===== config.mk =====
export PLATFORM = sky130hd
export DESIGN_NAME = nvs_ctrl
export DESIGN_NICKNAME = d
export VERILOG_FILES = /design/src/rtl/nvs_pkg.sv /design/src/rtl/nvs_cell_array.sv /design/src/rtl/nvs_prog_timer.sv /design/src/rtl/nvs_load_walker.sv /design/src/rtl/nvs_ctrl.sv
export SDC_FILE = /design/constraint.sdc
export NUM_CORES = 1
export LEC_CHECK = 0
export CAP_MARGIN = 20
export CORE_AREA = 8 8 123 125
export CTS_CLUSTER_SIZE = 25
export DETAILED_ROUTE_END_ITERATION = 10
export DIE_AREA = 0 0 131 133
export GPL_ROUTABILITY_DRIVEN = 0
export GPL_TIMING_DRIVEN = 1
export MAX_ROUTING_LAYER = met4
export PLACE_DENSITY_LB_ADDON = 0.08
export SLEW_MARGIN = 20
export SYNTH_ARGS = -nofsm -noshare
export SYNTH_HDL_FRONTEND = slang
export SYNTH_SLANG_ARGS = --single-unit

===== constraint.sdc =====
create_clock -name clk -period 4.1 [get_ports clk]
set_clock_uncertainty 0.15 [all_clocks]
set_input_delay 1.23 -clock clk [delete_from_list [all_inputs] [get_ports clk]]
set_output_delay 1.23 -clock clk [all_outputs]
set_load 0.01 [all_outputs]

===== src/rtl/nvs_pkg.sv =====
// Shared request encoding for the nonvolatile store controller.
// Assumes a 2-bit request code driven by the client on req_op.
package nvs_pkg;
    typedef enum logic [1:0] {
        OP_NOP    = 2'b00,
        OP_ERASE  = 2'b01,
        OP_SETBIT = 2'b10,
        OP_LOAD   = 2'b11
    } nvs_op_e;
endpackage


===== src/rtl/nvs_cell_array.sv =====
// Cell array: WORDS words of WORD_W flip-flops with erase-to-zero and
// set-one-bit writes and one combinational read port.
// Assumes erase_en and set_en are never asserted together.
// The cells have no reset, so a reset pulse leaves the stored contents intact.
module nvs_cell_array #(
    parameter int WORDS  = 8,
    parameter int WORD_W = 16,
    localparam int IDX_W = $clog2(WORDS),
    localparam int BIT_W = $clog2(WORD_W)
) (
    input  logic              clk,
    input  logic              erase_en,
    input  logic              set_en,
    input  logic [IDX_W-1:0]  set_word,
    input  logic [BIT_W-1:0]  set_bit,
    input  logic [IDX_W-1:0]  rd_word,
    output logic [WORD_W-1:0] rd_data
);
    logic [WORD_W-1:0] cells [WORDS];

    for (genvar g = 0; g < WORDS; g++) begin : g_word
        // Erase clears the whole word; a set touches only the addressed bit.
        always_ff @(posedge clk) begin
            if (erase_en) begin
                cells[g] <= '0;
            end else if (set_en && (set_word == IDX_W'(g))) begin
                cells[g][set_bit] <= 1'b1;
            end
        end
    end

    // Read port for the load walker.
    assign rd_data = cells[rd_word];
endmodule


===== src/rtl/nvs_prog_timer.sv =====
// Busy timer for writes: loads a cycle count on start and counts down to zero.
// Assumes start is only raised while the timer is idle.
module nvs_prog_timer #(
    parameter int CNT_W = 14
) (
    input  logic             clk,
    input  logic             rst_n,
    input  logic             start,
    input  logic [CNT_W-1:0] load_val,
    output logic             busy
);
    logic [CNT_W-1:0] cnt_q;

    // Down-counter: reload on start, decrement while nonzero.
    always_ff @(posedge clk) begin
        if (!rst_n) begin
            cnt_q <= '0;
        end else if (start) begin
            cnt_q <= load_val;
        end else if (cnt_q != '0) begin
            cnt_q <= cnt_q - 1'b1;
        end
    end

    assign busy = (cnt_q != '0);
endmodule


===== src/rtl/nvs_load_walker.sv =====
// Load walker: presents word indexes 0..WORDS-1 on consecutive cycles after
// start, then pulses done for one cycle.
// Assumes start is only raised while the walker is idle.
module nvs_load_walker #(
    parameter int WORDS = 8,
    localparam int IDX_W = $clog2(WORDS)
) (
    input  logic             clk,
    input  logic             rst_n,
    input  logic             start,
    output logic             active,
    output logic [IDX_W-1:0] idx,
    output logic             done
);
    localparam logic [IDX_W-1:0] LAST_IDX = IDX_W'(WORDS - 1);

    // Step the index each cycle while active; stop and flag done after the last word.
    always_ff @(posedge clk) begin
        if (!rst_n) begin
            active <= 1'b0;
            idx    <= '0;
            done   <= 1'b0;
        end else begin
            done <= 1'b0;
            if (start) begin
                active <= 1'b1;
                idx    <= '0;
            end else if (active) begin
                if (idx == LAST_IDX) begin
                    active <= 1'b0;
                    done   <= 1'b1;
                end else begin
                    idx <= idx + 1'b1;
                end
            end
        end
    end
endmodule


===== src/rtl/nvs_ctrl.sv =====
// Top of the nonvolatile store controller.
// Accepts erase, bit-set and load requests when idle, and refuses any
// non-NOP request while busy, latching a sticky error flag.
// Assumes the client holds req_* stable around the sampling edge.
module nvs_ctrl #(
    parameter int WORDS        = 8,
    parameter int WORD_W       = 16,
    parameter int PROG_CYCLES  = 12000,
    parameter int ERASE_CYCLES = 12000,
    localparam int IDX_W  = $clog2(WORDS),
    localparam int BIT_W  = $clog2(WORD_W),
    localparam int ADDR_W = IDX_W + BIT_W,
    localparam int MAXCYC = (PROG_CYCLES > ERASE_CYCLES) ? PROG_CYCLES : ERASE_CYCLES,
    localparam int CNT_W  = $clog2(MAXCYC + 1)
) (
    input  logic              clk,
    input  logic              rst_n,
    input  logic              req_valid,
    input  logic [1:0]        req_op,
    input  logic [ADDR_W-1:0] req_bit,
    output logic              busy,
    output logic              err_busy,
    output logic              ld_valid,
    output logic [IDX_W-1:0]  ld_word,
    output logic [WORD_W-1:0] ld_data,
    output logic              ld_done
);
    import nvs_pkg::*;

    nvs_op_e           op;
    logic              accept;
    logic              erase_go;
    logic              set_go;
    logic              load_go;
    logic              prog_busy;
    logic              walk_active;
    logic [IDX_W-1:0]  walk_idx;
    logic [WORD_W-1:0] rd_data;
    logic [CNT_W-1:0]  wr_len;

    // Decode the request and gate it with the busy state.
    always_comb begin
        op       = nvs_op_e'(req_op);
        accept   = req_valid && !busy && (op != OP_NOP);
        erase_go = accept && (op == OP_ERASE);
        set_go   = accept && (op == OP_SETBIT);
        load_go  = accept && (op == OP_LOAD);
        wr_len   = (op == OP_ERASE) ? CNT_W'(ERASE_CYCLES) : CNT_W'(PROG_CYCLES);
    end

    nvs_cell_array #(
        .WORDS (WORDS),
        .WORD_W(WORD_W)
    ) array_i (
        .clk     (clk),
        .erase_en(erase_go),
        .set_en  (set_go),
        .set_word(req_bit[ADDR_W-1:BIT_W]),
        .set_bit (req_bit[BIT_W-1:0]),
        .rd_word (walk_idx),
        .rd_data (rd_data)
    );

    nvs_prog_timer #(
        .CNT_W(CNT_W)
    ) timer_i (
        .clk     (clk),
        .rst_n   (rst_n),
        .start   (erase_go || set_go),
        .load_val(wr_len),
        .busy    (prog_busy)
    );

    nvs_load_walker #(
        .WORDS(WORDS)
    ) walker_i (
        .clk   (clk),
        .rst_n (rst_n),
        .start (load_go),
        .active(walk_active),
        .idx   (walk_idx),
        .done  (ld_done)
    );

    // Sticky flag for requests refused while busy; cleared only by reset.
    always_ff @(posedge clk) begin
        if (!rst_n) begin
            err_busy <= 1'b0;
        end else if (req_valid && busy && (op != OP_NOP)) begin
            err_busy <= 1'b1;
        end
    end

    // Output drive: busy covers both write timing and the load walk.
    assign busy     = prog_busy || walk_active;
    assign ld_valid = walk_active;
    assign ld_word  = walk_idx;
    assign ld_data  = walk_active ? rd_data : '0;
endmodule


=== After elaboration in Yosys (flattened, before gate mapping) ===
Memory sizes are Yosys's and may differ from the RTL's. A register that Yosys moved wholly into a read port is not among the register bits.
Index checks and enable logic that the tools add are counted.

* Input bits: 12
* Memories: 1
* RAM bits: 128
* Register bits after elaboration: 20
* Word-level logic and storage cells: 345
* Output and inout bits: 23

{| class="wikitable"
|+ Memory list
! memory !! words !! width !! rd ports !! clocked after memory_dff !! write ports !! line !! RTL
|-
| array_i.cells || 8 || 16 || 1 || 1 || 8 || nvs_cell_array.sv:19 || <nowiki>logic [WORD_W-1:0] cells [WORDS];</nowiki>
|}

* Eq/ne operators: 11
* Muxes and demuxes: 165
* Add/subtract/negate cells: 2
* Magnitude comparators: 2
* Reductions and logical operators: 27
* Bitwise logic cells: 131

{| class="wikitable"
|+ Operators with widths
! kind !! number
|-
| 1-bit 2-to-1 mux || 151
|-
| 16-bit 2-to-1 mux || 9
|-
| 1-bit OR || 128
|-
| 14-bit 2-to-1 mux || 2
|-
| 1-bit logical AND || 16
|-
| 3-bit == test (second input constant) || 5
|-
| 14-bit nonzero test || 1
|-
| 14-bit by 1-bit subtractor with 14-bit output (second input constant) || 1
|-
| 3-bit by 2-bit == test with 1-bit output (second input constant) || 2
|-
| 3-bit 2-to-1 mux || 2
|-
| 4-bit by 5-bit less-than comparator with 1-bit output (second input constant) || 1
|-
| 1-bit demux with 4-bit select || 1
|-
| 2-bit == test (second input constant) || 2
|-
| 4-bit by 1-bit greater-or-equal comparator with 1-bit output (second input constant) || 1
|-
| 2-bit nonzero test || 2
|-
| 2-bit OR reduction || 2
|-
| 3-bit by 1-bit adder with 3-bit output (second input constant) || 1
|-
| 3-bit by 1-bit == test with 1-bit output (second input constant) || 1
|-
| 3-bit zero test || 1
|-
| 1-bit NOT || 3
|-
| 3-bit OR reduction || 1
|-
| 2-bit by 1-bit == test with 1-bit output (second input constant) || 1
|-
| 1-bit logical OR || 2
|-
| 2-bit AND reduction || 1
|-
| 1-bit zero test || 1
|}

=== Depth between registers and ports, before layout ===
* Word-level depth: 11
* Gate-level depth with buffers: 8
* Mapped depth without buffers: 6

=== Modules after synthesis ===
Synthesis repeated with hierarchy kept, for this count alone.

* Cell total of the unflattened synthesis: 699
* Area total of the unflattened synthesis: 8,177.8 µm²

{| class="wikitable"
|+ Modules (own cells, without submodules)
! module !! times used !! cells an instance !! area an instance (µm²)
|-
| nvs_cell_array || 1 || 554 || 6,974.2
|-
| nvs_prog_timer || 1 || 94 || 793.3
|-
| nvs_ctrl || 1 || 33 || 210.2
|-
| nvs_load_walker || 1 || 18 || 200.2
|}

=== Worst setup path after synthesis ===
OpenSTA, ideal clock, no wires.

* Path type: flip-flop to output port
* Start: register (tool-made name)
* End: output ld_data[10]
* Slack: 899 ps
* Data arrival time: 1,821 ps
* Required time: 2,720 ps
* Stages on the path, launching flop included: 6
* Cell sequence: dfxtp_1 -> clkbuf_1 -> buf_1 -> mux4_2 -> mux2i_1 -> nor2b_1

{| class="wikitable"
|+ RTL lines
! item !! line !! RTL
|-
| end: declaration || nvs_ctrl.sv:25 || <nowiki>output logic [WORD_W-1:0] ld_data,</nowiki>
|}

==> results.yml <==
final_layout:
  area_growth_pct: 13.29
  drive_above_1_share_pct: 11.80
  seq_area_mm2: 0.004145
  nets: 732
  fillers: 1013
  num_antenna_cells: 0
  final_core_util_pct: 66.50
  multi_input_area_mm2: 0.003258
drt:
  drc: 0
  wl_per_cell_um: 18.36
  antenna_left: 0
  vias_per_cell: 6.199
  vias: 5610
  drt_iter0_drc: 536
  first_pass_iters: 5
  wl_um: 16610
cts:
  cts_made_buffers: 17
  insertion_delay_ns: 0.42
  cts.path.max_buffers: 2
  ctsHoldBuffers: 0
  post_cts_buffers: 0
  htreeDepth: 4
  post_cts_resize_count: 0
  cts_sinks: 151
  clkTransAtPathRegs_ns: 0.06
  cts_tree: "built"
  cts_root_buf: "clkbuf_16"
worst_setup_path:
  r2r-start: "timer_i.cnt_q[0]"
  cp.required_ns: 2.72
  reg2reg_depth: 7
  critPathKind: "flop to primary output"
  endpoint_kind: "primary output"
  r2r_setup_slack_ns: 1.24
  start_kind: "flop"
  critPathArrivalTime_ns: 2.47
  path_max_fanout: 32
  r2r-end: "array_i.cells[5][8]"
grt:
  gr-total-overflow: 0
  grt_pass1_wl_um: 27260
  grt_max_degree: 129
  track_usage_pct: 20.64
  antenna_found_initial: 0
  grt_pass1_vias: 5470
pwr:
  p_clk_share_pct: 31.7
  p_sw_w: 0.001340
  vdd_drop_max_uv: 292.4
  p_sw_share_pct: 30.76
  fin_total_pwr_w: 0.004356
  pwr_density_cell_mw_per_mm2: 500.6
  leakagePower_nw: 2.560
  power_frac_seq_pct: 43.6
  p_comb_share_pct: 24.7
  power.internal_w: 0.003016
min_path:
  whs_endpoint: "err_busy"
  hold_path_class: "flop to flop"
  min_from: "err_busy"
  whs_path_depth: 2
die:
  die_height_um: 133
  die_area_mm2: 0.01742
  die_x_um: 131
  start_util_pct: 58.70
  fp-row-count: 42
  io_pins: 35
  core_area_mm2: 0.01309
synth:
  ys_ff_latch: 151
  syn_inst: 712
  ys.flop_type: "edfxtp_1"
  yosysMostFrequentCell: "nor2_1"
  avgSynthCellArea_um2: 10.79
  yosys.area.top_type_share_pct: 43.79
  syn-cell-area_mm2: 0.007681
  ys_top_cells_by_count: "121 x nor2_1, 112 x edfxtp_1, 99 x o21ai_0, 56 x clkbuf_1, 47 x nand2_1"
  synthTopCellsByArea: "edfxtp_1 44%, dfxtp_1 10%, mux4_2 9.4%"
  async_flop_share_pct: 0
  synth_top_area_cell: "edfxtp_1"
  synth_cell_types: 45
  synth_fp_nets: 728
  synth-edff-count: 112
  ys_warn_count: 0
  yosysSeqAreaShare_pct: 53.95
placed_design:
  dp_hpwl_um: 10590
  io_buffers: 34
timing:
  slew_viol_final: 0
  relSlewSlack_pct: 53.14
  rsz0062_at_grt: "false"
  finalCritPeriodShare_pct: 93.95
  finalSetupViolations: 0
  period_minus_slack_ns: 3.852
  worst_pin_slew_ns: 0.7020
  fin_setup_tns_ns: 0
  hold_viol_final: 0
  fmax_mhz: 259.6
flow_run:
  drv_cap: 0
status:
  status: "complete, no violations"
-- per-layer routing --
layer  track usage (%)  up-vias  part of all wire, %  wire, um
met1             25.38     2756                   44      7343
met4             7.466        0                  1.4       226
met3             4.058       24                  5.0       827
met5                 -        -                    0         0
met2             33.03      159                   49      8214
li1                  -     2671                    -         -
-- critical path: stages (launching register included) --
cell and delay [ns]:
dfxtp_2 0.34, buf_12 0.27, mux4_2 0.54, mux2i_1 0.29, nor2b_1 0.10, clkdlybuf4s50_1 0.49
-- layout make-up --
type / instances / share of cell area [%]
clock buffers: 22 / 5.334
clock inverters: 10 / 0.6326
inverters: 5 / 0.2157
multi-input cells: 487 / 37.44
flip-flops and latches: 151 / 47.63
well taps: 176 / 2.531
repair buffers: 54 / 6.211
-- worst max-delay path by stage --
stage / slack, ns / to / from
final: 0.25 / ld_data[1] / flop
after global routing: 0.15 / ld_data[10] / flop
after CTS: 0.21 / ld_data[1] / flop
after detailed placement: 0.42 / array_i.cells[0][8] / req_valid
after global placement: 0.53 / array_i.cells[0][13] / req_valid
after floorplan: 0.90 / ld_data[10] / flop
-- per-stage QoR --
step	cells	hold slack (ns)	worst slack [ns]	area [um2]
5_1_grt	905	0.3295	0.1497	8702
2_1_floorplan	712	0.2946	0.8992	7681
3_3_place_gp	873	0.2840	0.5267	8183
3_5_place_dp	873	0.3142	0.4211	8183
4_1_cts	905	0.3287	0.2084	8702
6_report	905	0.3248	0.2480	8702
-- cell families after synthesis --
group	count (synthesis)	share of synthesized area, %
compound gates	156	12.23
xor+xnor	3	0.3421
buf+inv	74	3.698
mux	53	12.12
flops	151	53.95
simple gates	271	17.01
fa+ha+maj	4	0.6516
-- flip-flops by register name, indices dropped and copies added, names as in the netlist, named ones only --
signal	flops
array_i.cells	128
err_busy	1
timer_i.cnt_q	14
walker_i.active	1
walker_i.done	1
walker_i.idx	3
-- power groups by stage --
| stage | clock (W) | combinational, W | sequential, W |
|---|---|---|---|
| 4_1_cts | 0.00139 | 0.00107 | 0.00190 |
| 5_1_grt | 0.00145 | 0.00118 | 0.00192 |
| 6_report | 0.00138 | 0.00108 | 0.00190 |
| 3_5_place_dp | 0 | 0.00107 | 0.00193 |
| 2_1_floorplan | 0 | 0.000826 | 0.00188 |
| 3_3_place_gp | 0 | 0.00104 | 0.00192 |
-- cell usage in the layout (no fill, tap or decap), drive strengths merged, types with 2 or more instances in the layout --
cell type | synthesis | routed
or4 | 8 | 8
o31ai | 2 | 2
nand4 | 5 | 5
buf | 12 | 20
nand3b | 2 | 2
mux4 | 32 | 32
or3b | 2 | 2
inv | 5 | 5
nand2b | 6 | 6
a21oi | 9 | 9
o41ai | 18 | 18
nor2 | 121 | 121
mux2i | 21 | 21
o21ai | 100 | 100
nand2 | 47 | 47
dfxtp | 39 | 39
clkdlybuf4s50 | 0 | 34
edfxtp | 112 | 112
clkbuf | 57 | 22
nor3 | 11 | 11
ha | 4 | 4
nor4 | 22 | 22
xnor2 | 3 | 3
a22o | 16 | 16
or3 | 3 | 3
and3 | 2 | 2
nand3 | 12 | 12
or2 | 2 | 2
clkinv | 0 | 9
nor2b | 22 | 22
a31oi | 5 | 5
Power figures use the tool's default switching activity.
